==> config.mk <==
export PLATFORM = sky130hd
export DESIGN_NAME = lru_frame_tracker
export DESIGN_NICKNAME = d
export VERILOG_FILES = /design/src/rtl/lru_pkg.sv /design/src/rtl/lru_frame_store.sv /design/src/rtl/lru_victim_sel.sv /design/src/rtl/lru_ref_clock.sv /design/src/rtl/lru_frame_tracker.sv
export SDC_FILE = /design/constraint.sdc
export NUM_CORES = 1
export LEC_CHECK = 0
export ABC_AREA = 1
export CAP_MARGIN = 20
export CORE_AREA = 2 2 106 129
export CTS_CLUSTER_DIAMETER = 40
export DETAILED_ROUTE_END_ITERATION = 6
export DIE_AREA = 0 0 108 131
export GPL_ROUTABILITY_DRIVEN = 0
export HOLD_SLACK_MARGIN = 0.08
export SYNTH_ARGS = -nofsm -noshare
export SYNTH_HDL_FRONTEND = slang
export SYNTH_SLANG_ARGS = --single-unit
==> constraint.sdc <==
create_clock -name clk -period 4.8 [get_ports clk]
set_input_delay 0.96 -clock clk [delete_from_list [all_inputs] [get_ports clk]]
set_output_delay 0.96 -clock clk [all_outputs]
set_load 0.005 [all_outputs]
==> src/rtl/lru_pkg.sv <==
// Package: shared helpers for the LRU frame tracker.
// Assumes: widths are at least one bit.
package lru_pkg;

    // Width of an index that can address n items (minimum 1 bit).
    function automatic int idx_width(input int n);
        return (n > 1) ? $clog2(n) : 1;
    endfunction

endpackage

==> src/rtl/lru_frame_store.sv <==
// Module: lru_frame_store
// Holds one page id, one occupied flag and one recency stamp per frame.
// It compares the looked-up page against every occupied frame in parallel.
// A write updates one frame in full: page, occupied flag and stamp.
// Assumes: the caller never loads a page into a second frame while the
// page is already resident.
module lru_frame_store #(
    parameter int NUM_FRAMES = 3,
    parameter int PAGE_W     = 8,
    parameter int STAMP_W    = 16,
    parameter int IDX_W      = 2
) (
    input  logic                  clk,
    input  logic                  rst_n,
    input  logic                  wr_en,
    input  logic [IDX_W-1:0]      wr_idx,
    input  logic [PAGE_W-1:0]     wr_page,
    input  logic [STAMP_W-1:0]    wr_stamp,
    input  logic [PAGE_W-1:0]     lookup_page,
    output logic [NUM_FRAMES-1:0] valid_vec,
    output logic [STAMP_W-1:0]    stamp_arr [NUM_FRAMES],
    output logic [NUM_FRAMES-1:0] match_vec
);

    logic [PAGE_W-1:0] page_arr [NUM_FRAMES];

    for (genvar g = 0; g < NUM_FRAMES; g++) begin : g_frame
        // Purpose: store the contents of frame g, cleared on reset.
        always_ff @(posedge clk) begin
            if (!rst_n) begin
                valid_vec[g] <= 1'b0;
                page_arr[g]  <= '0;
                stamp_arr[g] <= '0;
            end else if (wr_en && (wr_idx == IDX_W'(g))) begin
                valid_vec[g] <= 1'b1;
                page_arr[g]  <= wr_page;
                stamp_arr[g] <= wr_stamp;
            end
        end

        // Purpose: flag frame g when it holds the looked-up page.
        always_comb begin
            match_vec[g] = valid_vec[g] && (page_arr[g] == lookup_page);
        end

        // once a frame is filled, it stays filled until reset.
        assert_frame_sticky_R4: assert property (@(posedge clk) disable iff (!rst_n)
            $past(rst_n) && $past(valid_vec[g]) |-> valid_vec[g]);
    end

    // no page may be resident in two frames.
    assert_single_owner_R8: assert property (@(posedge clk) disable iff (!rst_n)
        $onehot0(match_vec));

endmodule

==> src/rtl/lru_victim_sel.sv <==
// Module: lru_victim_sel
// Picks the frame to replace on a fault. An empty frame wins over a
// filled one, and among empty frames the lowest index wins. If every
// frame is filled, the smallest stamp wins, and equal stamps go to the
// lowest index.
// Assumes: the stamps do not wrap while the block is in use.
module lru_victim_sel #(
    parameter int NUM_FRAMES = 3,
    parameter int STAMP_W    = 16,
    parameter int IDX_W      = 2
) (
    input  logic                  clk,
    input  logic                  rst_n,
    input  logic [NUM_FRAMES-1:0] valid_vec,
    input  logic [STAMP_W-1:0]    stamp_arr [NUM_FRAMES],
    output logic [IDX_W-1:0]      victim_idx
);

    // Purpose: linear scan that keeps the best candidate found so far.
    always_comb begin
        logic              best_valid;
        logic [STAMP_W-1:0] best_stamp;
        victim_idx = '0;
        best_valid = valid_vec[0];
        best_stamp = stamp_arr[0];
        for (int i = 1; i < NUM_FRAMES; i++) begin
            if ((best_valid && !valid_vec[i]) ||
                (best_valid && valid_vec[i] && (stamp_arr[i] < best_stamp))) begin
                victim_idx = IDX_W'(i);
                best_valid = valid_vec[i];
                best_stamp = stamp_arr[i];
            end
        end
    end

    // if any frame is empty, the chosen frame is an empty one.
    assert_empty_first_R4: assert property (@(posedge clk) disable iff (!rst_n)
        (~valid_vec != '0) |-> !valid_vec[victim_idx]);

    for (genvar g = 0; g < NUM_FRAMES; g++) begin : g_chk
        // with all frames full, no frame is older than the victim.
        assert_oldest_chosen_R5: assert property (@(posedge clk) disable iff (!rst_n)
            (&valid_vec) |-> (stamp_arr[victim_idx] <= stamp_arr[g]));
    end

endmodule

==> src/rtl/lru_ref_clock.sv <==
// Module: lru_ref_clock
// Reference clock and fault total. The clock advances once for each
// accepted reference. The fault total rises once for each fault.
// Assumes: STAMP_W is wide enough that the clock does not wrap in use.
module lru_ref_clock #(
    parameter int STAMP_W = 16,
    parameter int CNT_W   = 16
) (
    input  logic               clk,
    input  logic               rst_n,
    input  logic               ref_accept,
    input  logic               ref_is_fault,
    output logic [STAMP_W-1:0] now_stamp,
    output logic [CNT_W-1:0]   fault_total
);

    // Purpose: advance the reference clock on each accepted reference.
    always_ff @(posedge clk) begin
        if (!rst_n)          now_stamp <= '0;
        else if (ref_accept) now_stamp <= now_stamp + STAMP_W'(1);
    end

    // Purpose: count the references that faulted.
    always_ff @(posedge clk) begin
        if (!rst_n)                          fault_total <= '0;
        else if (ref_accept && ref_is_fault) fault_total <= fault_total + CNT_W'(1);
    end

    // the clock stays put on a cycle with no reference.
    assert_clock_idle_R6: assert property (@(posedge clk) disable iff (!rst_n)
        $past(rst_n) && !$past(ref_accept) |-> $stable(now_stamp));

endmodule

==> src/rtl/lru_frame_tracker.sv <==
// Module: lru_frame_tracker (top)
// Timestamp LRU tracker for page frames. Each reference is looked up
// against all frames. A hit refreshes the frame's stamp. A fault loads
// the page into the frame chosen by lru_victim_sel. The result is
// registered and appears one cycle after the reference.
// Assumes: at most one reference per cycle, and page ids compare exactly.
module lru_frame_tracker #(
    parameter int NUM_FRAMES = 3,
    parameter int PAGE_W     = 8,
    parameter int STAMP_W    = 16,
    parameter int CNT_W      = 16,
    localparam int IDX_W     = lru_pkg::idx_width(NUM_FRAMES)
) (
    input  logic              clk,
    input  logic              rst_n,
    input  logic              ref_valid,
    input  logic [PAGE_W-1:0] ref_page,
    output logic              resp_valid,
    output logic              resp_hit,
    output logic              resp_fault,
    output logic [IDX_W-1:0]  resp_frame,
    output logic [CNT_W-1:0]  fault_count
);

    logic [NUM_FRAMES-1:0] valid_vec;
    logic [NUM_FRAMES-1:0] match_vec;
    logic [STAMP_W-1:0]    stamp_arr [NUM_FRAMES];
    logic [STAMP_W-1:0]    now_stamp;
    logic [IDX_W-1:0]      victim_idx;
    logic [IDX_W-1:0]      hit_idx;
    logic [IDX_W-1:0]      sel_idx;
    logic                  is_hit;

    // Purpose: encode the matching frame, lowest index first.
    always_comb begin
        hit_idx = '0;
        for (int i = NUM_FRAMES - 1; i >= 0; i--) begin
            if (match_vec[i]) hit_idx = IDX_W'(i);
        end
    end

    // Purpose: pick the frame this reference touches.
    always_comb begin
        is_hit  = |match_vec;
        sel_idx = is_hit ? hit_idx : victim_idx;
    end

    lru_frame_store #(
        .NUM_FRAMES(NUM_FRAMES), .PAGE_W(PAGE_W),
        .STAMP_W(STAMP_W), .IDX_W(IDX_W)
    ) u_store (
        .clk(clk), .rst_n(rst_n),
        .wr_en(ref_valid), .wr_idx(sel_idx),
        .wr_page(ref_page), .wr_stamp(now_stamp),
        .lookup_page(ref_page),
        .valid_vec(valid_vec), .stamp_arr(stamp_arr), .match_vec(match_vec)
    );

    lru_victim_sel #(
        .NUM_FRAMES(NUM_FRAMES), .STAMP_W(STAMP_W), .IDX_W(IDX_W)
    ) u_victim (
        .clk(clk), .rst_n(rst_n),
        .valid_vec(valid_vec), .stamp_arr(stamp_arr),
        .victim_idx(victim_idx)
    );

    lru_ref_clock #(
        .STAMP_W(STAMP_W), .CNT_W(CNT_W)
    ) u_clock (
        .clk(clk), .rst_n(rst_n),
        .ref_accept(ref_valid), .ref_is_fault(!is_hit),
        .now_stamp(now_stamp), .fault_total(fault_count)
    );

    // Purpose: register the result of this cycle's reference.
    always_ff @(posedge clk) begin
        if (!rst_n) begin
            resp_valid <= 1'b0;
            resp_hit   <= 1'b0;
            resp_fault <= 1'b0;
            resp_frame <= '0;
        end else begin
            resp_valid <= ref_valid;
            resp_hit   <= ref_valid && is_hit;
            resp_fault <= ref_valid && !is_hit;
            if (ref_valid) resp_frame <= sel_idx;
        end
    end

    // a reported fault comes with a count one higher than before.
    assert_count_step_R3: assert property (@(posedge clk) disable iff (!rst_n)
        $past(rst_n) && resp_valid && resp_fault |-> fault_count == $past(fault_count) + CNT_W'(1));

    // a reported hit leaves the fault count where it was.
    assert_hit_keeps_count_R2: assert property (@(posedge clk) disable iff (!rst_n)
        $past(rst_n) && resp_valid && resp_hit |-> $stable(fault_count));

    // a cycle without a reference yields no response on the next one.
    assert_idle_quiet_R6: assert property (@(posedge clk) disable iff (!rst_n)
        !ref_valid |=> !resp_valid);

    // a valid response is exactly one of hit or fault.
    assert_hit_xor_fault_R3: assert property (@(posedge clk) disable iff (!rst_n)
        resp_valid |-> (resp_hit != resp_fault));

endmodule

## Yosys cells after proc, flatten, opt, wreduce, memory -nomap -nowiden

Memory sizes are Yosys's and may differ from the RTL's.
Cells that the tools add are included.

| storage, ports and cells | value |
|---|---|
| memories | 1 |
| register bits after elaboration | 88 |
| RAM bits | 24 |
| word-level logic and storage cells | 67 |
| input bits | 11 |

Memories:

| memory | depth | bits a word | rd ports | clocked after Yosys merged registers in | wr ports | RTL line | RTL |
|---|---|---|---|---|---|---|---|
| u_store.page_arr | 3 | 8 | 3 | 0 | 3 | lru_frame_store.sv:25 | `logic [PAGE_W-1:0] page_arr [NUM_FRAMES];` |

| operators by class | value |
|---|---|
| add/subtract/negate cells | 2 |
| bitwise logic cells | 3 |
| reductions and logical operators | 21 |
| muxes and demuxes | 21 |
| equality and inequality tests | 5 |
| $lt $le $gt $ge | 2 |

Operators with widths:

| operator | count |
|---|---|
| adder 16 x 1 -> 16 bit, second input constant | 2 |
| < comparator 16 bit | 2 |
| equality test 8 bit | 3 |
| 2-to-1 mux 8 bit | 3 |
| 2-to-1 mux 16 bit | 1 |
| logical AND 1 bit | 14 |
| 2-to-1 mux 1 bit | 12 |
| 2-to-1 mux 2 bit | 5 |
| zero test 1 bit | 3 |
| OR 1 bit | 3 |
| OR reduction 3 bit | 1 |
| equality test 2 x 1 -> 1 bit, second input constant | 1 |
| equality test 2 bit, second input constant | 1 |
| zero test 2 bit | 1 |
| logical OR 1 bit | 2 |

## Longest topological paths before layout

Gate-level depths: netlist of run 1.

| logic depth | value |
|---|---|
| depth in word-level cells | 15 |
| gate-level depth with buffers | 31 |
| mapped depth without buffers | 29 |

## By module

A second synthesis of run 1 with hierarchy kept.

| second synthesis, totals | value |
|---|---|
| cell total of the unflattened synthesis | 771 |
| area total of the unflattened synthesis | 5,916.9 sq um |

By module, submodules not included:

| module | instances | area each (sq um) | cells an instance | sequential area each (sq um) |
|---|---|---|---|---|
| lru_frame_store | 1 | 3,078.0 | 349 | 1,741.7 |
| lru_ref_clock | 1 | 1,687.9 | 237 | 640.6 |
| lru_victim_sel | 1 | 952.2 | 160 | 0.0 |
| lru_frame_tracker | 1 | 198.9 | 25 | 100.1 |

## Least setup slack after synthesis of run 1

Ideal clock, no wire load.

| path | value |
|---|---|
| path kind | register to register |
| from | register u_store.stamp_arr[37] (netlist bit) |
| to | memory u_store.page_arr[0][0], enable pin |
| arrival | 3.220 ns |
| stages on the path, launching flop included | 25 |
| library setup time | 0.329 ns |
| slack | 1.251 ns |
| path through | dfxtp_1 -> inv_1 -> ha_1 -> a21oi_1 -> nor2_1 -> nor3_1 -> nand2_1 -> nand2_1 -> nand3_2 -> nand2_2 -> clkbuf_1 -> nand2_1 -> o21ai_0 -> ha_1 -> a21oi_1 -> nor2_1 -> a211oi_1 -> o221a_2 -> nand3_2 -> nand3_2 -> nand2_2 -> nor2_1 -> nand2_4 -> buf_6 -> nand2_1 |

RTL lines:

| item | RTL line | RTL |
|---|---|---|
| start, declared | lru_frame_store.sv:21 | `output logic [STAMP_W-1:0] stamp_arr [NUM_FRAMES],` |
| start signal, assigned by index | lru_frame_store.sv:37 | `stamp_arr[g] <= wr_stamp;` |
| end, declared | lru_frame_store.sv:25 |  |

==> metrics.md, run 1 <==
| Metric | Value |
|---|---|
| Status | `finished clean` |
| Synth async-reset ratio | `0%` |
| DR WL met3 | `slightly below 400 µm` |
| Period utilisation layout | `between 80% and 90%` |
| Final core utilization | `between 40% and 50%` |
| 1st-iter DRT viols | `approximately 240` |
| Hold path endpoint | `resp_frame[0]` |
| Number of port buffers | `31` |
| Final setup fails | `0` |
| Clock sink count | `112` |
| CP required | `4.83 ns` |
| Fillers | `approximately 1300` |
| Initial antenna violation count | `0` |
| Slew @ Worst Pin | `0.704 ns` |
| Fin cells | `932` |
| Placed Instances | `around 900` |
| Maxcap violations | `0` |
| M1 wire length | `slightly below 6000 µm` |
| Crit-path max FO | `31` |
| Total Wirelength | `approximately 13000 µm` |
| Die area | `~14000 µm²` |
| Hold Path Class | `register to register` |
| Reg2reg end | `u_store.page_arr[0][7]` |
| Count of flip-flops with a built-in enable after synthesis | `24` |
| WL per Instance | `approximately 14 µm` |
| Antenna viol nets, final | `0` |
| FF+latch area | `2480 µm²` |
| Routed wl met2 | `between 6000 and 7000 µm` |
| Cell Pwr Density | `between 300 and 400 nW/µm²` |
| DP Wirelength | `9540 µm` |
| # rows | `between 40 and 50` |
| Sequential area share after synthesis | `43.6%` |
| CTS clk-pin slew, worst paths | `roughly 0.070 ns` |
| Post-CTS Resized | `0` |
| VDD IR max | `around 0.00016 V` |
| First-pass GRT wire length | `between 20000 and 25000 µm` |
| Ordered cell list for the critical path | `inv_1 -> ha_1 -> a21oi_1 -> nor2_1 -> nor3_1 -> nand2_1 -> nand2_1 -> nand3_2 -> nand2_2 -> o21ai_0 -> ha_1 -> a21oi_1 -> nor2_1 -> a211oi_1 -> o221a_2 -> nand3_2 -> nand3_2 -> nand2_2 -> nor2_1 -> nand2_4 -> nand2_1` |
| CP Launch Type | `register` |
| Post-CTS setup repair buffer count | `0` |
| RSZ-0062 raised after global routing | `no` |
| Syn Area/Cell | `7.75 µm²` |
| DR vias/cell | `around 5` |
| Crit Path Category | `register to register` |
| DRC | `0` |
| Crit. End Element | `register` |
| CTS Hold Bufs | `0` |
| Hold wc startpoint | `resp_frame[0]` |
| Static leakage | `2.58 nW` |
| Multi-input logic area | `approximately 2700 µm²` |
| Worst skew pair latency | `between 0.3 and 0.4 ns` |
| Number of global-route vias before repair | `~4700` |
| Slowest stage delay, CP | `~0.39 ns` |
| Reg2Reg Depth | `21` |
| FF+latch count, synth | `around 110` |
| GRT Total Usage | `20.0%` |
| Flop-to-flop setup slack | `~0.79 ns` |
| Core box area | `12900 µm²` |
| TritonRoute pass-1 iters | `4` |
| Share of layout cells above drive strength 1 | `under 10%` |
| Clk root buf | `clkbuf_16` |
| Vias | `around 4800` |
| Ports | `32` |
| Max Used Layer | `met4` |
| CP arrival | `4.04 ns` |
| Top FF cell, synth | `dfxtp_1` |
| Worst hold path cell count | `2` |
| Gr ovfl total | `0` |
| Largest net degree at the start of global routing | `45` |
| # diodes | `0` |
| Reg-to-Reg Start | `u_store.stamp_arr[37]` |
| Initial Util | `approximately 44%` |
| DIE HEIGHT | `~130 µm` |
| Highest Clock Rate | `around 250 MHz` |
| Clock Skew | `between 0.009 and 0.01 ns` |
| Slowest-stage cell, CP | `nand2_2` |
| Die W | `around 110 µm` |
| Syn-to-layout area delta | `13.2%` |
| Max-slew headroom | `~53%` |
| H-tree levels | `3` |
| CTS max path bufs | `2` |
| Fin. Hold Viols | `0` |
| TritonCTS Buffers | `9` |
| Syn Std Cell Area | `around 5700 µm²` |
| Final min period | `approximately 4 ns` |
| Slew Limit Fails | `0` |
| CTS tree | `built` |
| Mapped Cells | `approximately 740` |
| Yosys Warn Count | `0` |
| Nets | `802` |
| Yosys cell types | `approximately 40` |
| TNS Setup | `0 ns` |
| Net Count, Synth | `~800` |
metal layers:
metal / vias up / global-route usage, %
met3: 22 / 2.58
met4: 0 / 9.73
met1: 2207 / 23.0
met2: 88 / 36.4
met5: - / 0
li1: 2480 / -
synthesized netlist by cell type, drive strengths merged (2+ instances only):
cell type	instances	area, µm²
a211oi	2	15.0
o21ai	67	335
or2	4	25.0
dfxtp	88	1760
edfxtp	24	721
ha	32	400
xnor2	5	43.8
inv	109	409
nor3	19	95.1
a21oi	34	170
nand3	69	388
nand2	143	582
nor2	74	320
nand4	15	93.8
clkbuf	10	37.5
nor4	8	50.1
buf	11	75.1
nor4b	3	26.3
nor3b	5	37.5
xor2	4	35.0
how the worst max path moves through the flow:
| stage | startpoint | to | slack (ns) | cells past startpoint |
|---|---|---|---|---|
| 2_1_floorplan | u_store.stamp_arr[37] | u_store.page_arr[0][0] | 1.25 | 24 |
| 3_3_place_gp | u_store.stamp_arr[37] | u_store.page_arr[1][4] | 0.89 | 19 |
| 3_5_place_dp | u_store.stamp_arr[37] | u_store.page_arr[0][6] | 0.77 | 21 |
| 4_1_cts | u_store.stamp_arr[37] | u_store.page_arr[0][7] | 0.76 | 21 |
| 5_1_grt | u_store.stamp_arr[37] | u_store.page_arr[0][7] | 0.40 | 21 |
| 6_report | u_store.stamp_arr[37] | u_store.page_arr[0][7] | 0.79 | 21 |
cell type report:
cell class | instances | area share [%]
Clock buffer | 10 | 3.71
Clock inverter | 6 | 1.38
Inverter | 109 | 6.34
Multi-Input combinational cell | 493 | 41.7
Sequential cell | 112 | 38.5
Tap cell | 168 | 3.26
Timing Repair Buffer | 34 | 5.08
placed cells by master, fill, tap and decap left out, drive strengths merged:
| master | instances |
|---|---|
| nand2 | 143 |
| inv | 111 |
| dfxtp | 88 |
| nor2 | 74 |
| nand3 | 69 |
| o21ai | 67 |
| a21oi | 34 |
| ha | 32 |
| clkdlybuf4s50 | 30 |
| edfxtp | 24 |
| nor3 | 19 |
| nand4 | 15 |
| clkbuf | 10 |
| nor4 | 8 |
| nor3b | 5 |
| xnor2 | 5 |
| xor2 | 4 |
| or2 | 4 |
| buf | 4 |
| nor4b | 3 |
| a211oi | 2 |
| bufinv | 2 |
| clkinv | 2 |
| o21bai | 1 |
| o221a | 1 |
| o2111ai | 1 |
| o32a | 1 |
| and3 | 1 |
| o211ai | 1 |
| o31ai | 1 |
| o21a | 1 |
| or4 | 1 |
stage by stage:
step                      instance area (µm²)  setup slack, ns  total power, mW  hold slack [ns]
after global routing                     6450            0.399             2.17            0.504
after global placement                   6120            0.886             1.28            0.455
final                                    6450            0.791             2.08            0.479
after CTS                                6450            0.755             2.10            0.485
after detailed placement                 6120            0.765             1.28            0.462
after floorplan                          5700             1.25             1.21            0.450
logic make-up (layout without fill, tap and decap cells):
group / count (synthesis) / count (layout) / synth area share (%)
AND/OR/NAND/NOR: 342 / 342 / 28.6
buffers and inverters: 130 / 159 / 9.16
XOR/XNOR: 9 / 9 / 1.38
flip-flops: 112 / 112 / 43.6
AO/OA/AOI/OAI: 110 / 110 / 10.2
adder cells (fa/ha/maj): 32 / 32 / 7.03
registers in the layout, summed over array words and instances (netlist names), 2 cells and up:
name / cells
resp_frame: 2
u_store.valid_vec: 3
u_clock.fault_total: 16
u_store.stamp_arr: 48
u_clock.now_stamp: 16
u_store.page_arr: 24
power breakdown:
| part | internal (mW) | switching (mW) |
|---|---|---|
| combinational | 0.0814 | 0.172 |
| sequential | 0.990 | 0.0169 |
| clock | 0.474 | 0.347 |
| total | 1.55 | 0.536 |
critical path: cells and delay by family (launching register included):
kind            cells  cell delay, ns
simple gates       13            1.80
compound gates      5            0.87
fa+ha+maj           2            0.61
flops               1            0.35
buf+inv             1            0.05
Power figures use the tool's default switching activity.
==> inputs of run 2 (changes only) <==
==> constraint.sdc (replaced) <==
create_clock -name clk -period 3.35 [get_ports clk]
set_input_delay 0.67 -clock clk [delete_from_list [all_inputs] [get_ports clk]]
set_output_delay 0.67 -clock clk [all_outputs]
set_load 0.005 [all_outputs]
==> metrics.md, run 2 (synthesis gave the netlist of run 1 again) <==
| Metric | Value |
|---|---|
| Maxcap violations | `0` |
| Vias | `between 5000 and 6000` |
| Clk root buf | `clkbuf_16` |
| TritonRoute pass-1 iters | `5` |
| Number of port buffers | `31` |
| CP arrival | `between 3 and 4 ns` |
| Crit Path Category | `register to register` |
| Failing checks | `negative setup slack` |
| Clock power frac | `roughly a third` |
| CP Launch Type | `register` |
| Crit. End Element | `register` |
| Core box area | `between 10000 and 15000 µm²` |
| Worst-case hold slack | `approximately 0.47 ns` |
| Reg2reg end | `u_store.stamp_arr[41]` |
| Final setup fails | `65` |
| Max FFs per register | `48` |
| Initial antenna violation count | `0` |
| Most frequent cells in the layout | `nand2_1, inv_1, dfxtp_1, nand3_1, nor2_1` |
| Status | `finished, violations left` |
| Sequential share of power | `between 40% and 50%` |
| Combinational fraction of design power | `roughly 18%` |
| TritonCTS Buffers | `9` |
| Max-slew headroom | `between 50% and 60%` |
| WL per Instance | `approximately 15 µm` |
| Largest net degree at the start of global routing | `58` |
| Power Internal | `2.23 mW` |
| CTS tree | `built` |
| Number of global-route vias before repair | `slightly below 5000` |
| Switching pwr | `about 0.85 mW` |
| First-pass GRT wire length | `around 23000 µm` |
| Hold wc startpoint | `u_clock.fault_total[15]` |
| Cell Pwr Density | `409 nW/µm²` |
| Initial Util | `44.0%` |
| Die area | `14100 µm²` |
| Worst skew pair latency | `approximately 0.36 ns` |
| Hold path endpoint | `u_clock.fault_total[15]` |
| Period utilisation layout | `103%` |
| RSZ-0062 raised after global routing | `yes` |
| Die W | `108 µm` |
| Hold Path Class | `register to register` |
| Ports | `32` |
| Clock Skew | `0.00780 ns` |
| DP Wirelength | `just over 10000 µm` |
| Static leakage | `between 2 and 3 nW` |
| Highest Clock Rate | `around 290 MHz` |
| Fin worst setup slack | `-0.117 ns` |
| DIE HEIGHT | `approximately 130 µm` |
| Antenna viol nets, final | `0` |
| Slew Limit Fails | `0` |
| Crit-path max FO | `8` |
| DRC | `0` |
| GRT Total Usage | `between 20% and 30%` |
| Reg-to-Reg Start | `u_store.stamp_arr[47]` |
| CTS max path bufs | `2` |
| Final min period | `roughly 3.5 ns` |
| Fin. Hold Viols | `0` |
| DR vias/cell | `about 5.2` |
| Syn-to-layout area delta | `32.3%` |
| # diodes | `0` |
| 1st-iter DRT viols | `about 290` |
| Fin cells | `a little under 1000` |
| Flop-to-flop setup slack | `-0.12 ns` |
| Total Wirelength | `roughly 15000 µm` |
| Placed Instances | `between 900 and 1000` |
| Reg with most FFs | `u_store.stamp_arr` |
| H-tree levels | `3` |
| Most common cell after layout, fill and taps aside | `nand2_1` |
| Regs by FF count | `u_store.stamp_arr (48), u_store.page_arr (24)` |
| CP required | `about 3.6 ns` |
| Sw frac | `about 28%` |
| Share of layout cells above drive strength 1 | `a little under a quarter` |
| # rows | `46` |
| Nets | `860` |
| Total power draw | `between 3 and 4 mW` |
| VDD IR max | `0.000331 V` |
| Worst hold path cell count | `2` |
| Gr ovfl total | `0` |
| CTS clk-pin slew, worst paths | `~0.070 ns` |
| Slew @ Worst Pin | `0.709 ns` |
| Reg2Reg Depth | `26` |
| Clock sink count | `approximately 110` |
run 2: cell count changes in the layout (fill, tap and decap cells not counted), moves of 11 or more:
cell     before  now
o21ai_1      23   35
dfxtp_2       0   11
dfxtp_1      88   77
buf_4         3   36
nor2_1       68   49
nand2_2       6   18
nand2_1     133  116
o21ai_0      44   29
run 2: cell type report:
class | instances | area [µm²]
clock inverter | 7 | 71.3
sequential | 112 | 2500
inverter | 109 | 412
multi-input combinational | 495 | 3140
timing repair buffer | 90 | 985
fill | 1128 | 5410
tap | 168 | 210
clock buffer | 9 | 225
run 2: metal layers:
metal	share of wire (%)	vias up	global-route usage (%)
li1	-	2604	-
met1	43	2404	24.7
met2	51	81	38.8
met3	2.6	22	2.78
met4	2.7	0	8.07
met5	0	-	0
run 2: worst max-delay path by stage:
stage / from / end / slack, ns
6_report: u_store.stamp_arr[47] / u_store.stamp_arr[41] / -0.12
5_1_grt: u_store.stamp_arr[45] / u_store.stamp_arr[41] / -0.30
4_1_cts: u_store.stamp_arr[33] / u_store.stamp_arr[37] / -0.03
3_5_place_dp: u_store.stamp_arr[37] / u_store.page_arr[0][4] / -0.15
3_3_place_gp: u_store.stamp_arr[37] / u_store.page_arr[0][4] / -0.12
2_1_floorplan: u_store.stamp_arr[37] / u_store.page_arr[2][0] / 0.02
run 2: per-stage QoR:
stage,worst slack (ns),util [%],setup TNS (ns),area (µm²)
3_3_place_gp,-0.122,50.5,-6.11,6540
5_1_grt,-0.302,58.2,-21.28,7540
6_report,-0.117,58.2,-3.20,7540
4_1_cts,-0.0300,55.3,-0.677,7160
2_1_floorplan,0.0182,-,0,5710
3_5_place_dp,-0.149,50.5,-8.95,6540
run 2: worst max-delay path, stage by stage, from the launching register on:
cell       delay [ns]
dfxtp_2          0.34
inv_2            0.05
ha_4             0.26
nand4_1          0.12
nor3_2           0.24
nand2_2          0.09
nand3_4          0.12
nand2_8          0.09
buf_12           0.17
nand2_2          0.05
o21ai_1          0.06
ha_1             0.32
nand2_1          0.08
buf_4            0.13
nor2_2           0.08
nand2_1          0.07
nand2_2          0.07
nand2_2          0.06
nand3_4          0.08
nand2_2          0.05
nand2_2          0.08
nand2_4          0.09
buf_12           0.14
nor2_8           0.19
clkbuf_16        0.21
nand3_1          0.07
nand2_1          0.09
run 2: repair_timing:
action	in CTS	in global routing
gates resized for setup	57	73
hold buffers	0	0
setup buffers	8	2
pin swaps	16	37
endpoints found under the setup margin	99	101
gates cloned	4	3
run 2: power by group through the flow:
stage	Clock [mW]	Sequential, mW	Combinational, mW
2_1_floorplan	0	1.47	0.270
3_3_place_gp	0	1.47	0.424
3_5_place_dp	0	1.47	0.432
4_1_cts	1.10	1.44	0.498
5_1_grt	1.15	1.45	0.603
6_report	1.09	1.44	0.552
